===== config.mk =====
export PLATFORM = sky130hd
export DESIGN_NAME = tx_timing_sel
export DESIGN_NICKNAME = d
export VERILOG_FILES = /design/src/rtl/tts_pkg.sv /design/src/rtl/tts_loss_mon.sv /design/src/rtl/tts_src_arb.sv /design/src/rtl/tx_timing_sel.sv
export SDC_FILE = /design/constraint.sdc
export NUM_CORES = 1
export LEC_CHECK = 0
export ABC_AREA = 1
export BUFFER_PORTS_ARGS = -buffer_cell sky130_fd_sc_hd__buf_2
export CORE_ASPECT_RATIO = 1.2
export CORE_MARGIN = 2
export CORE_UTILIZATION = 45
export DETAILED_ROUTE_END_ITERATION = 10
export PLACE_DENSITY_LB_ADDON = 0.08
export SLEW_MARGIN = 20
export SYNTH_ARGS = -nofsm -noshare
export SYNTH_HDL_FRONTEND = slang
export SYNTH_SLANG_ARGS = --single-unit

===== constraint.sdc =====
create_clock -name clk -period 1.3 [get_ports clk]
set_input_delay 0.195 -clock clk [delete_from_list [all_inputs] [get_ports clk]]
set_output_delay 0.195 -clock clk [all_outputs]
set_load 0.02 [all_outputs]

===== src/rtl/tts_pkg.sv =====
package tts_pkg;
    typedef enum logic [1:0] {
        SRC_LINE = 2'b00,
        SRC_SER  = 2'b01,
        SRC_LOC  = 2'b10
    } src_e;
endpackage


===== src/rtl/tts_loss_mon.sv =====
// Watches the recovered line ticks and keeps a loss indication with hysteresis.
module tts_loss_mon #(
    parameter int LOSS_WIN     = 32,
    parameter int REGAIN_TICKS = 4
) (
    input  logic clk,
    input  logic rst_n,
    input  logic line_tick,
    output logic line_lost
);
    localparam int GW = $clog2(LOSS_WIN + 1);
    localparam int RW = $clog2(REGAIN_TICKS + 1);
    localparam logic [GW-1:0] WIN_V = GW'(LOSS_WIN);
    localparam logic [RW-1:0] RUN_V = RW'(REGAIN_TICKS);

    typedef struct packed {
        logic [GW-1:0] gap;   // clocks since last tick, saturating
        logic [RW-1:0] run;   // qualifying ticks seen while lost
        logic          lost;
    } mon_t;

    mon_t q, d;
    logic [RW-1:0] run_n;

    always_comb begin
        d     = q;
        run_n = q.run;
        if (line_tick) begin
            d.gap = '0;
            if (q.lost) begin
                run_n = (q.gap < WIN_V) ? q.run + 1'b1 : RW'(1);
                if (run_n == RUN_V) begin
                    d.lost = 1'b0;
                    d.run  = '0;
                end else begin
                    d.run = run_n;
                end
            end
        end else begin
            d.gap = (q.gap == WIN_V) ? q.gap : q.gap + 1'b1;
            if (d.gap == WIN_V) begin
                d.run  = '0;
                d.lost = 1'b1;
            end
        end
    end

    always_ff @(posedge clk or negedge rst_n) begin
        if (!rst_n) q <= '0;
        else        q <= d;
    end

    assign line_lost = q.lost;
endmodule


===== src/rtl/tts_src_arb.sv =====
// Resolves the wanted source and hands over on a tick of the new source.
module tts_src_arb
    import tts_pkg::*;
(
    input  logic       clk,
    input  logic       rst_n,
    input  logic [1:0] sel,
    input  logic       prot_en,
    input  logic       sync_en,
    input  logic       line_lost,
    input  logic       line_tick,
    input  logic       ser_tick,
    input  logic       loc_tick,
    output logic       tick_out,
    output src_e       act_out,
    output logic       fail_out,
    output logic       sync_out
);
    typedef struct packed {
        logic tick;
        src_e act;
        logic fail;
        logic sync;
    } arb_t;

    arb_t q, d;
    src_e want;
    logic fail_now;
    logic line_sel;

    function automatic logic tick_of(src_e s, logic lt, logic st, logic ot);
        case (s)
            SRC_SER: return st;
            SRC_LOC: return ot;
            default: return lt;
        endcase
    endfunction

    always_comb begin
        line_sel = (sel == 2'b00) || (sel == 2'b11);
        fail_now = prot_en && line_sel && line_lost;
        case (sel)
            2'b01:   want = SRC_SER;
            2'b10:   want = SRC_LOC;
            default: want = fail_now ? SRC_LOC : SRC_LINE;
        endcase

        d      = q;
        d.tick = 1'b0;
        if (want == q.act) begin
            d.tick = tick_of(q.act, line_tick, ser_tick, loc_tick);
        end else if (tick_of(want, line_tick, ser_tick, loc_tick)) begin
            d.tick = 1'b1;
            d.act  = want;
        end
        d.fail = fail_now;
        d.sync = sync_en && (d.act == SRC_LOC);
    end

    always_ff @(posedge clk or negedge rst_n) begin
        if (!rst_n) begin
            q.tick <= 1'b0;
            q.act  <= SRC_LINE;
            q.fail <= 1'b0;
            q.sync <= 1'b0;
        end else begin
            q <= d;
        end
    end

    assign tick_out = q.tick;
    assign act_out  = q.act;
    assign fail_out = q.fail;
    assign sync_out = q.sync;
endmodule


===== src/rtl/tx_timing_sel.sv =====
module tx_timing_sel
    import tts_pkg::*;
#(
    parameter int LOSS_WIN     = 32,
    parameter int REGAIN_TICKS = 4
) (
    input  logic       clk,
    input  logic       rst_n,
    input  logic       line_tick_i,
    input  logic       ser_tick_i,
    input  logic       loc_tick_i,
    input  logic [1:0] src_sel_i,
    input  logic       loss_prot_en_i,
    input  logic       sync8k_en_i,
    output logic       tick_o,
    output logic [1:0] active_src_o,
    output logic       failover_o,
    output logic       sync8k_act_o
);
    logic line_lost;
    src_e act;

    tts_loss_mon #(
        .LOSS_WIN    (LOSS_WIN),
        .REGAIN_TICKS(REGAIN_TICKS)
    ) u_mon (
        .clk      (clk),
        .rst_n    (rst_n),
        .line_tick(line_tick_i),
        .line_lost(line_lost)
    );

    tts_src_arb u_arb (
        .clk      (clk),
        .rst_n    (rst_n),
        .sel      (src_sel_i),
        .prot_en  (loss_prot_en_i),
        .sync_en  (sync8k_en_i),
        .line_lost(line_lost),
        .line_tick(line_tick_i),
        .ser_tick (ser_tick_i),
        .loc_tick (loc_tick_i),
        .tick_out (tick_o),
        .act_out  (act),
        .fail_out (failover_o),
        .sync_out (sync8k_act_o)
    );

    assign active_src_o = act;
endmodule


; ---- Yosys cells after proc, flatten, opt, wreduce, memory -nomap -nowiden
; Index checks and enable logic that the tools add are counted.
[totals]
regBits = 15
output_inout_bits = 5
[classes]
addsub = 2
n_lt_le_gt_ge = 1
n_eq_ne = 13
mux = 15
reduce_logical = 7
[ops]
columns = op, count
row1 = $eq A6 B6 Y1 const B, 2
row2 = $eq A2 B2 Y1 const B, 5
row3 = $mux W10, 1
row4 = $mux W3, 3
row5 = $mux W4, 2
row6 = $add A6 B1 Y6 const B, 1
row7 = $eq A2 B1 Y1 const B, 3
row8 = $lt A6 B6 Y1 const B, 1
row9 = $mux W6, 1
row10 = $mux W2, 2
row11 = $pmux W1 S2, 2
row12 = $pmux W2 S2, 1
row13 = $add A3 B1 Y3 const B, 1
row14 = $eq A3 B3 Y1 const B, 1
row15 = $logic_and A1 B1 Y1, 3
row16 = $mux W1, 3
row17 = $eq A2 B2 Y1, 1
row18 = $logic_not A2 Y1, 1
row19 = $ne A2 B1 Y1 const B, 1
row20 = $reduce_and A2 Y1, 1
row21 = $reduce_bool A2 Y1, 1
row22 = $logic_or A1 B1 Y1, 1

; ---- Depth between registers and ports, before layout
; Gate-level depths: netlist (run 1).
[depth]
word_depth = 13
depth_mapped = 11
ltp_nobuf = 11

; ---- Modules after synthesis
; From an unflattened synthesis (run 1), not the netlist that was laid out.
[unflattened]
hier_cells = 111
area_unflattened_um2 = 918.4
[by_module_without_submodules]
columns = module, instances, cells_per_inst, area_per_inst_um2, seq_area_each_um2
row1 = tts_loss_mon, 1, 67, 558.0, 250.2
row2 = tts_src_arb, 1, 44, 360.3, 125.1

; ---- Worst setup path after synthesis (run 1)
; OpenSTA, ideal clock, no wires.
[synth_timing]
path_type = register to register
start = register u_mon.q[4] (netlist bit)
end = register u_mon.q[1] (netlist bit)
setup_ns = 0.118
arrival_time_ns = 1.258
required_ns = 1.182
path_slack_ns = -0.075
stages_incl_launch_ff = 12
path_buffers = 0
period_less_slack_ns = 1.375
cell_sequence = dfrtp_1 -> inv_1 -> ha_1 -> nand2_1 -> inv_1 -> nand3_2 -> nand2_1 -> nand3_2 -> nor2_2 -> nand3_2 -> nand3_1 -> nand2_1
[synth_via]
elab_chain_cells = 6
elab_cells_between_ends = 12
cone_classes = 1 x add/sub / 1 x order compare / 3 x eq/ne / 5 x mux / 2 x reduce/logical
[synth_lines]
columns = item, line_no
row1 = "start, declared", tts_loss_mon.sv:22  ; mon_t q, d;
row2 = "start signal, assigned", tts_loss_mon.sv:49  ; if (!rst_n) q <= '0;
row3 = "start signal, assigned", tts_loss_mon.sv:50  ; else q <= d;
row4 = $lt A6 B6 Y1, tts_loss_mon.sv:31  ; run_n = (q.gap < WIN_V) ? q.run + 1'b1 : RW'(1);
row5 = $mux W3, tts_loss_mon.sv:31
row6 = $eq A3 B3 Y1, tts_loss_mon.sv:32  ; if (run_n == RUN_V) begin
row7 = $mux W3, tts_loss_mon.sv:32
row8 = $mux W4, tts_loss_mon.sv:30  ; if (q.lost) begin
row9 = $mux W10, tts_loss_mon.sv:28  ; if (line_tick) begin
; Several ways; a longest one is shown, not always the timed one. The select of a mux whose other input is x is not followed.
; A chain may end at the register's enable or synchronous reset.

; ---- Worst setup path after layout (run 1)
[layout_timing]
start = register u_mon.q[5] (netlist bit)
end = register u_mon.q[2] (netlist bit)
; The elaborated chain is that of the path after synthesis.

==> qor.csv, run 1 <==
metric;value;unit
Cell Area, Synth;938;sq um
Area Overhead vs Synth;33.6;%
post-route cell area;1250;sq um
#FFs+latches synth;15;
Die X-Extent;45.7;um
Final Non-Filler Cells;166;
CP Max Fanout;4;
Final setup viols;5;
min-delay worst type;in -> reg;
Least-Margin Pin Slew;0.340;ns
CP required;1.48;ns
total CTS buffers;3;
first-pass GRT wire length;3.49;mm
CTS Root Cell;clkbuf_4;
core area;2000;sq um
Hold Slack;0.149;ns
fin nets;164;
setup TNS;-0.590;ns
layout cells sized above 1;43.8;%
critical path launch point;u_mon.q[5];
Clock Sinks;15;
Yosys Warn Count;0;
top-count cell post-synth;nand2_1;
pwr/cell area;993;nW/um^2
DIE HEIGHT;54.0;um
n_diodes;0;
crit path kind;reg -> reg;
Startpoint Class;flip-flop;
Async S/R FF share, synth;100;%
die area;2470;sq um
Final ANT Viol Nets;0;
status;finished with violations;
Via Count;835;
MaxCap Viol Count;0;
start point of the worst hold path;sync8k_en_i;
CTS tree;yes;
RSZ-0062 raised after global routing;yes;
Worst-Skew Late Latency;0.28;ns
Post-synth EDFFs;0;
r2r startpoint;u_mon.q[5];
Cells after Synth;112;
placement row count;18;
vias in the first global route;847;
Pins Over Slew Limit;0;
initial antenna violation count;0;
dpl cells;158;
Leak Pwr;0.652;nW
syn avg cell area;8.38;sq um
Total Routed Length;1.97;mm
Slew headroom;77.3;%
final hold viol count;0;
wire length per cell;11.9;um
Iter 0 DRT Violations;6;
residual DRC count;0;
Unique masters post-synth;24;
clock-pin slew on the worst setup and hold paths;0.09;ns
clock buffer depth;2;
vias per cell;5.03;
TritonRoute pass-1 iters;3;
Final WS setup;-0.149;ns
Tot Pwr;1.24;mW
grt total ovfl;0;
CP arrival;1.63;ns
Max Clock Skew;0.00924;ns
# port buffers;13;
Syn Nets;129;
dpl ws;-0.223;ns
fin util;62.5;%
GPL Wtd Cong;0.870;
I/O Pins;14;
largest net degree at the start of global routing;16;
fmax;0.690;GHz
top cells by area, synth;dfrtp_1, ha_1, nand2_1, inv_1, nand3_2;
gr usage total;19.4;%
minimum clock period;1.45;ns
failing checks;setup timing;
post-synthesis sequential area ratio;40.0;%
Max VDD drop;733;uV
Placed Instance Area;1130;sq um
Final period util;111;%
synth cell count leaders;nand2_1, dfrtp_1, inv_1;
top_reg_cell synth;dfrtp_1;
initial core utilization;46.8;%
share of the synthesized area in the top cell type;40.0;%
CP endpoint kind;flip-flop;
Detail Placement HPWL;1.53;mm
Yosys top cell by area;dfrtp_1;
H-tree depth;1;
==> layer usage <==
metal	share of wire, %	wire length, um	global-route usage (%)	vias up
met1	40	796	21.5	393
li1	-	-	-	430
met2	56	1110	36.4	10
met4	0.81	16	7.35	0
met5	0	0	0	-
met3	2.3	45	2.35	2
==> repair_timing <==
| action | in CTS | in global routing |
|---|---|---|
| hold buffers | 1 | 0 |
| endpoints found under the setup margin | 4 | 12 |
| endpoints found under the hold margin | 15 | 0 |
| gates resized for setup | 2 | 16 |
| pin swaps | 0 | 15 |
| buffers inserted | 1 | 3 |
==> registers in the layout (all words and copies together) (netlist names) <==
signal	cells
u_mon.line_lost	1
u_mon.q	9
u_arb.tick_out	1
u_arb.sync_out	1
u_arb.fail_out	1
u_arb.act_out	2
==> logic make-up after synthesis <==
logic type	after synthesis	synth area share, %
and+or+nand+nor	60	34.0
buffers and inverters	18	7.33
DFF	15	40.0
AOI/OAI and AO/OA	8	5.07
adders and majority gates	8	10.7
xor gates and xnor gates	2	1.87
muxes	1	1.07
==> worst max-delay path, cell delays in order (launching register included) <==
cell and delay [ns]:
dfrtp_1 0.41, inv_2 0.08, ha_4 0.13, nand2_2 0.05, inv_2 0.08, nand3_4 0.08, nand2_2 0.09, nand3_2 0.06
nor2_2 0.12, nand3_2 0.12, nand3_2 0.10, nand2_1 0.05
==> final cells by class <==
cell class | count | area [sq um]
repair buffers | 31 | 203
clock buffers | 4 | 26.3
well taps | 20 | 25.0
inverters | 17 | 63.8
flip-flops and latches | 15 | 378
multi-input cells | 79 | 558
fillers | 187 | 751
==> placed cells by master (no fill, tap or decap), types with 2 or more instances in the layout <==
cell type  instances
dfrtp_1           13
o21ai_2            2
ha_1               6
nand2_2            5
o21ai_0            2
nand4_1            4
nor2_2             3
inv_1             11
nand2_1           21
nor2_1             7
dfrtp_2            2
nand3_1            6
inv_2              5
clkbuf_4           3
nand3b_1           2
buf_4             17
nand3_2            7
a21oi_1            3
buf_2             13
==> report_power, final <==
group | total [mW] | switching, mW | internal (mW)
logic | 0.393 | 0.215 | 0.177
clock network | 0.264 | 0.145 | 0.119
registers | 0.588 | 0.0566 | 0.531
total | 1.24 | 0.417 | 0.828
==> worst paths after layout <==
kind                                         end  slack [ns]  depth (start not counted)
min in group asynchronous             u_mon.q[8]        0.33                          2
worst min register to register        u_mon.q[2]        0.54                          2
worst max register to register        u_mon.q[2]       -0.15                         11
worst min-delay path              u_arb.sync_out        0.15                          3
worst max-delay path                  u_mon.q[2]       -0.15                         11
max in group asynchronous       u_arb.act_out[1]        0.69                          2
(Power assumes the default switching activity.)
==> inputs of run 2 (changes only) <==
--- a/config.mk
+++ b/config.mk
@@ -12,6 +12,7 @@
 export CORE_UTILIZATION = 45
 export DETAILED_ROUTE_END_ITERATION = 10
 export PLACE_DENSITY_LB_ADDON = 0.08
+export SKIP_CTS_REPAIR_TIMING = 1
 export SLEW_MARGIN = 20
 export SYNTH_ARGS = -nofsm -noshare
 export SYNTH_HDL_FRONTEND = slang
==> qor.csv, run 2 (synthesis results as in run 1) <==
metric;value;unit;change
status;finished with violations;;
failing checks;setup timing;;
number of cells on the worst reg-to-reg path;11;;unchanged
fin nets;161;;-1.8%
Tot Pwr;1.24;mW;-0.30%
number of fill cells;183;;-2.1%
placement row count;18;;unchanged
first-pass GRT wire length;3.32;mm;-5.0%
CP endpoint kind;flip-flop;;
fin util;62.0;%;-0.56 points
# port buffers;13;;unchanged
Max Clock Skew;0.00810;ns;-0.00114 ns
Clock Sinks;15;;unchanged
Detail Placement HPWL;1.53;mm;unchanged
GPL Wtd Cong;0.870;;unchanged
vias per cell;5.04;;+0.13%
r2r startpoint;u_mon.q[4];;
Leak Pwr;0.642;nW;-1.5%
Least-Margin Pin Slew;0.340;ns;-0.000278 ns
TritonRoute pass-1 iters;4;;+1
R2R Setup Slk;-0.17;ns;-0.02 ns
largest net degree at the start of global routing;16;;unchanged
Max VDD drop;726;uV;-0.87%
n_diodes;0;;unchanged
vias in the first global route;807;;-4.7%
clock buffer depth;2;;unchanged
Iter 0 DRT Violations;12;;+6
post-route cell area;1240;sq um;-0.90%
final hold viol count;0;;unchanged
Total Routed Length;1.94;mm;-1.7%
Pins Over Slew Limit;0;;unchanged
Biggest register;u_mon.q;;
start point of the worst hold path;sync8k_en_i;;
CP Max Fanout;4;;unchanged
Slew headroom;77.3;%;about the same
minimum clock period;1.47;ns;+0.0215 ns
MaxCap Viol Count;0;;unchanged
CTS Root Cell;clkbuf_4;;
CTS tree;yes;;
met3 routed WL;45;um;unchanged
pwr/cell area;999;nW/um^2;+0.60%
gr usage total;18.3;%;-1.0 points
crit path kind;reg -> reg;;
total CTS buffers;3;;unchanged
Via Count;821;;-1.7%
residual DRC count;0;;unchanged
Routed met2 length;1.08;mm;-3.4%
CP arrival;1.65;ns;+0.02 ns
max reg flops;9;;unchanged
Die X-Extent;45.7;um;unchanged
layout cells sized above 1;42.0;%;-1.9 points
I/O Pins;14;;unchanged
clock-pin slew on the worst setup and hold paths;0.09;ns;about the same
critical path launch point;u_mon.q[4];;
min-delay worst type;in -> reg;;
Final period util;113;%;+1.7 points
Worst Setup EP;u_mon.q[1];;
grt total ovfl;0;;unchanged
CP required;1.48;ns;about the same
fmax;0.680;GHz;-1.5%
initial antenna violation count;0;;unchanged
Final setup viols;6;;+1
initial core utilization;46.8;%;unchanged
wire length per cell;11.9;um;about the same
RSZ-0062 raised after global routing;yes;;
commonest non-fill, non-tap cell in the layout;nand2_1;;
DRT met1 WL;801;um;+0.63%
core area;2000;sq um;unchanged
DIE HEIGHT;54.0;um;unchanged
most frequent cells in the layout;nand2_1, buf_4, dfrtp_1;;
Placed Instance Area;1130;sq um;unchanged
Worst-Skew Late Latency;0.28;ns;about the same
Final ANT Viol Nets;0;;unchanged
top sig layer;met4;;
Startpoint Class;flip-flop;;
Area Overhead vs Synth;32.4;%;
H-tree depth;1;;unchanged
die area;2470;sq um;unchanged
R2R Path End;u_mon.q[1];;
Final WS setup;-0.171;ns;-0.0215 ns
## run 2: cell count changes in the layout (fill, tap and decap cells not counted)
cell	previous run	this run
buf_4	17	14
dfrtp_1	13	14
dfrtp_2	2	1
inv_1	11	13
inv_2	5	3
nand2_1	21	20
nand2_4	0	1
nand3_1	6	5
nand3_2	7	8
## run 2: worst max-delay path: stages (launching register included)
cell and delay, ns:
dfrtp_1 0.41, inv_2 0.09, ha_4 0.13, nand2_2 0.05
inv_2 0.09, nand3_4 0.10, nand2_2 0.09, nand3_2 0.08
nor2_2 0.09, nand3_2 0.11, nand3_1 0.09, nand2_1 0.05
## run 2: final cells by class
type                       instances  area, sq um  share of cell area [%]
inverter                          17         63.8                    5.14
tap                               20         25.0                    2.01
timing repair buffer              28          180                    14.5
multi-input combinational         79          571                    45.9
clock buffer                       4         26.3                    2.11
sequential                        15          377                    30.3
## run 2: layer usage
layer,GRT usage (%),up-vias
li1,-,424
met1,21.1,385
met2,33.3,10
met3,2.35,2
met4,7.35,0
met5,0,-
## run 2: power by group
part / switching [mW] / internal (mW) / total, mW
clock: 0.145 / 0.119 / 0.264
sequential: 0.0554 / 0.531 / 0.586
combinational: 0.215 / 0.176 / 0.391
## run 2: metrics by stage
step	hold slack [ns]	worst slack (ns)	setup TNS, ns	cells
global route	0.164	-0.273	-1.29	163
CTS	-0.192	-0.161	-0.500	162
finish	0.148	-0.171	-0.606	163
floorplan	-0.101	-0.0548	-0.164	112
global placement	0.115	-0.175	-0.857	158
detailed placement	0.120	-0.223	-1.12	158
## run 2: how the worst min path moves through the flow
stage | to | slack, ns | depth (start not counted)
global placement | u_arb.act_out[0] | 0.11 | 1
global route | u_arb.sync_out | 0.16 | 3
floorplan | u_arb.act_out[0] | -0.10 | 0
finish | u_arb.sync_out | 0.15 | 3
CTS | u_mon.q[8] | -0.19 | 1
detailed placement | u_arb.act_out[0] | 0.12 | 1
==> inputs of run 3 (changes only) <==
--- a/config.mk
+++ b/config.mk
@@ -9,7 +9,7 @@
 export BUFFER_PORTS_ARGS = -buffer_cell sky130_fd_sc_hd__buf_2
 export CORE_ASPECT_RATIO = 1.2
 export CORE_MARGIN = 2
-export CORE_UTILIZATION = 45
+export CORE_UTILIZATION = 30
 export DETAILED_ROUTE_END_ITERATION = 10
 export PLACE_DENSITY_LB_ADDON = 0.08
 export SKIP_CTS_REPAIR_TIMING = 1
==> qor.csv, run 3 (synthesis results as in run 1) <==
metric;value;unit;change
final hold viol count;0;;unchanged
Least-Margin Pin Slew;0.331;ns;-0.00921 ns
DIE HEIGHT;65.3;um;+21%
I/O Pins;14;;unchanged
worst-path cell chain;ha_1 > or2_1 > nand3_2 > nand2_1 > inv_1 > nand3_2 > nand3_1 > nand2_1;;
Leak Pwr;0.658;nW;+2.5%
minimum clock period;1.48;ns;+0.00733 ns
clock-pin slew on the worst setup and hold paths;0.09;ns;about the same
vias in the first global route;860;;+6.6%
MaxCap Viol Count;0;;unchanged
pwr/cell area;972;nW/um^2;-2.7%
Detail Placement HPWL;1.55;mm;+1.5%
fmax;0.677;GHz;-0.50%
failing checks;setup timing;;
slowest stage delay, CP;0.41;ns;about the same
wire length per cell;10.7;um;-9.9%
GPL Wtd Cong;0.735;;-16%
largest net degree at the start of global routing;16;;unchanged
Clock Sinks;15;;unchanged
slowest CP cell;dfrtp_1;;
Slew headroom;77.9;%;+0.61 points
RSZ-0062 raised after global routing;yes;;
Worst-Skew Late Latency;0.27;ns;about the same
Die X-Extent;55.1;um;+21%
Area Overhead vs Synth;35.5;%;
Total Routed Length;1.95;mm;+0.62%
Max VDD drop;384;uV;-47%
H-tree depth;1;;unchanged
# port buffers;13;;unchanged
CTS tree;yes;;
vias per cell;4.59;;-8.8%
Via Count;836;;+1.8%
fin nets;164;;+1.9%
grt total ovfl;0;;unchanged
commonest non-fill, non-tap cell in the layout;nand2_1;;
gr usage total;13.1;%;-5.2 points
Pins Over Slew Limit;0;;unchanged
max reg flops;9;;unchanged
die area;3590;sq um;+46%
TritonRoute pass-1 iters;4;;unchanged
n_diodes;0;;unchanged
initial antenna violation count;0;;unchanged
clock buffer depth;2;;unchanged
crit path kind;reg -> reg;;
number of fill cells;336;;+84%
initial core utilization;31.0;%;-16 points
total CTS buffers;3;;unchanged
Startpoint Class;flip-flop;;
most frequent cells in the layout;nand2_1, buf_4, inv_1, buf_2, dfrtp_1;;
CTS Root Cell;clkbuf_4;;
residual DRC count;0;;unchanged
CP required;1.47;ns;about the same
placement row count;22;;+4
dpl ws;-0.216;ns;+0.00784 ns
Final period util;114;%;+0.56 points
Final WS setup;-0.178;ns;-0.00733 ns
Final setup viols;4;;-2
layout cells sized above 1;42.5;%;+0.51 points
core area;3030;sq um;+51%
CP endpoint kind;flip-flop;;
status;finished with violations;;
Final ANT Viol Nets;0;;unchanged
Biggest register;u_mon.q;;
Hold Slack;0.162;ns;+0.0138 ns
min-delay worst type;in -> reg;;
CP arrival;1.65;ns;about the same
first-pass GRT wire length;3.46;mm;+4.2%
CP Max Fanout;4;;unchanged
Iter 0 DRT Violations;13;;+1
Max Clock Skew;0.000790;ns;-0.00731 ns
[run 3: cell count changes in the layout (fill, tap and decap cells not counted)]
cell | previous run | this run
buf_4 | 14 | 17
dfrtp_1 | 14 | 13
dfrtp_2 | 1 | 2
ha_1 | 6 | 7
ha_2 | 1 | 0
nand2_1 | 20 | 21
nand2_4 | 1 | 0
nor2_2 | 3 | 4
nor2_4 | 1 | 0
[run 3: path summary, 6_finish.rpt]
kind	cells past startpoint	to	from	slack (ns)
worst max-delay path	8	u_mon.q[1]	u_mon.q[4]	-0.18
worst min-delay path	3	u_arb.sync_out	sync8k_en_i	0.16
worst max register to register	8	u_mon.q[1]	u_mon.q[4]	-0.18
worst min register to register	2	u_mon.q[2]	u_mon.q[2]	0.53
max in group asynchronous	2	u_arb.act_out[1]	rst_n	0.69
min in group asynchronous	2	u_arb.act_out[0]	rst_n	0.34
[run 3: area by class of cell]
cell class,count,area (sq um),area share [%]
sequential,15,378,29.7
timing repair buffer,31,203,15.9
inverter,17,63.8,5.02
tap,36,45.0,3.54
multi-input combinational,79,556,43.7
clock buffer,4,26.3,2.07
[run 3: worst max-delay path: cells and delay by family (launching register included)]
family | cells | cell delay [ns]
adder cells (fa/ha/maj) | 1 | 0.23
buffers and inverters | 1 | 0.07
flip-flops | 1 | 0.41
AND/OR/NAND/NOR | 6 | 0.68
[run 3: power by group]
part	internal [mW]	total (mW)	switching, mW
logic	0.181	0.391	0.211
registers	0.531	0.585	0.0539
clock network	0.119	0.259	0.140
total	0.831	1.24	0.405
[run 3: metal layers]
metal  up-vias  part of all wire (%)  track usage, %
met2        11                    56            23.5
met3         2                   1.9           0.682
li1        431                     -               -
met1       392                    41            14.7
met5         -                     0               0
met4         0                   1.4            7.32
[run 3: stage by stage]
step                std cells  utilization [%]  instance area [sq um]  total power [mW]  TNS (ns)
finish                    182             42.0                   1270              1.24    -0.606
global placement          176             38.5                   1170             0.958     -1.09
floorplan                 112                -                    941             0.829    -0.164
detailed placement        176             38.5                   1170             0.961     -1.25
global route              182             42.0                   1270              1.34     -1.12
CTS                       180             39.4                   1190              1.23    -0.664
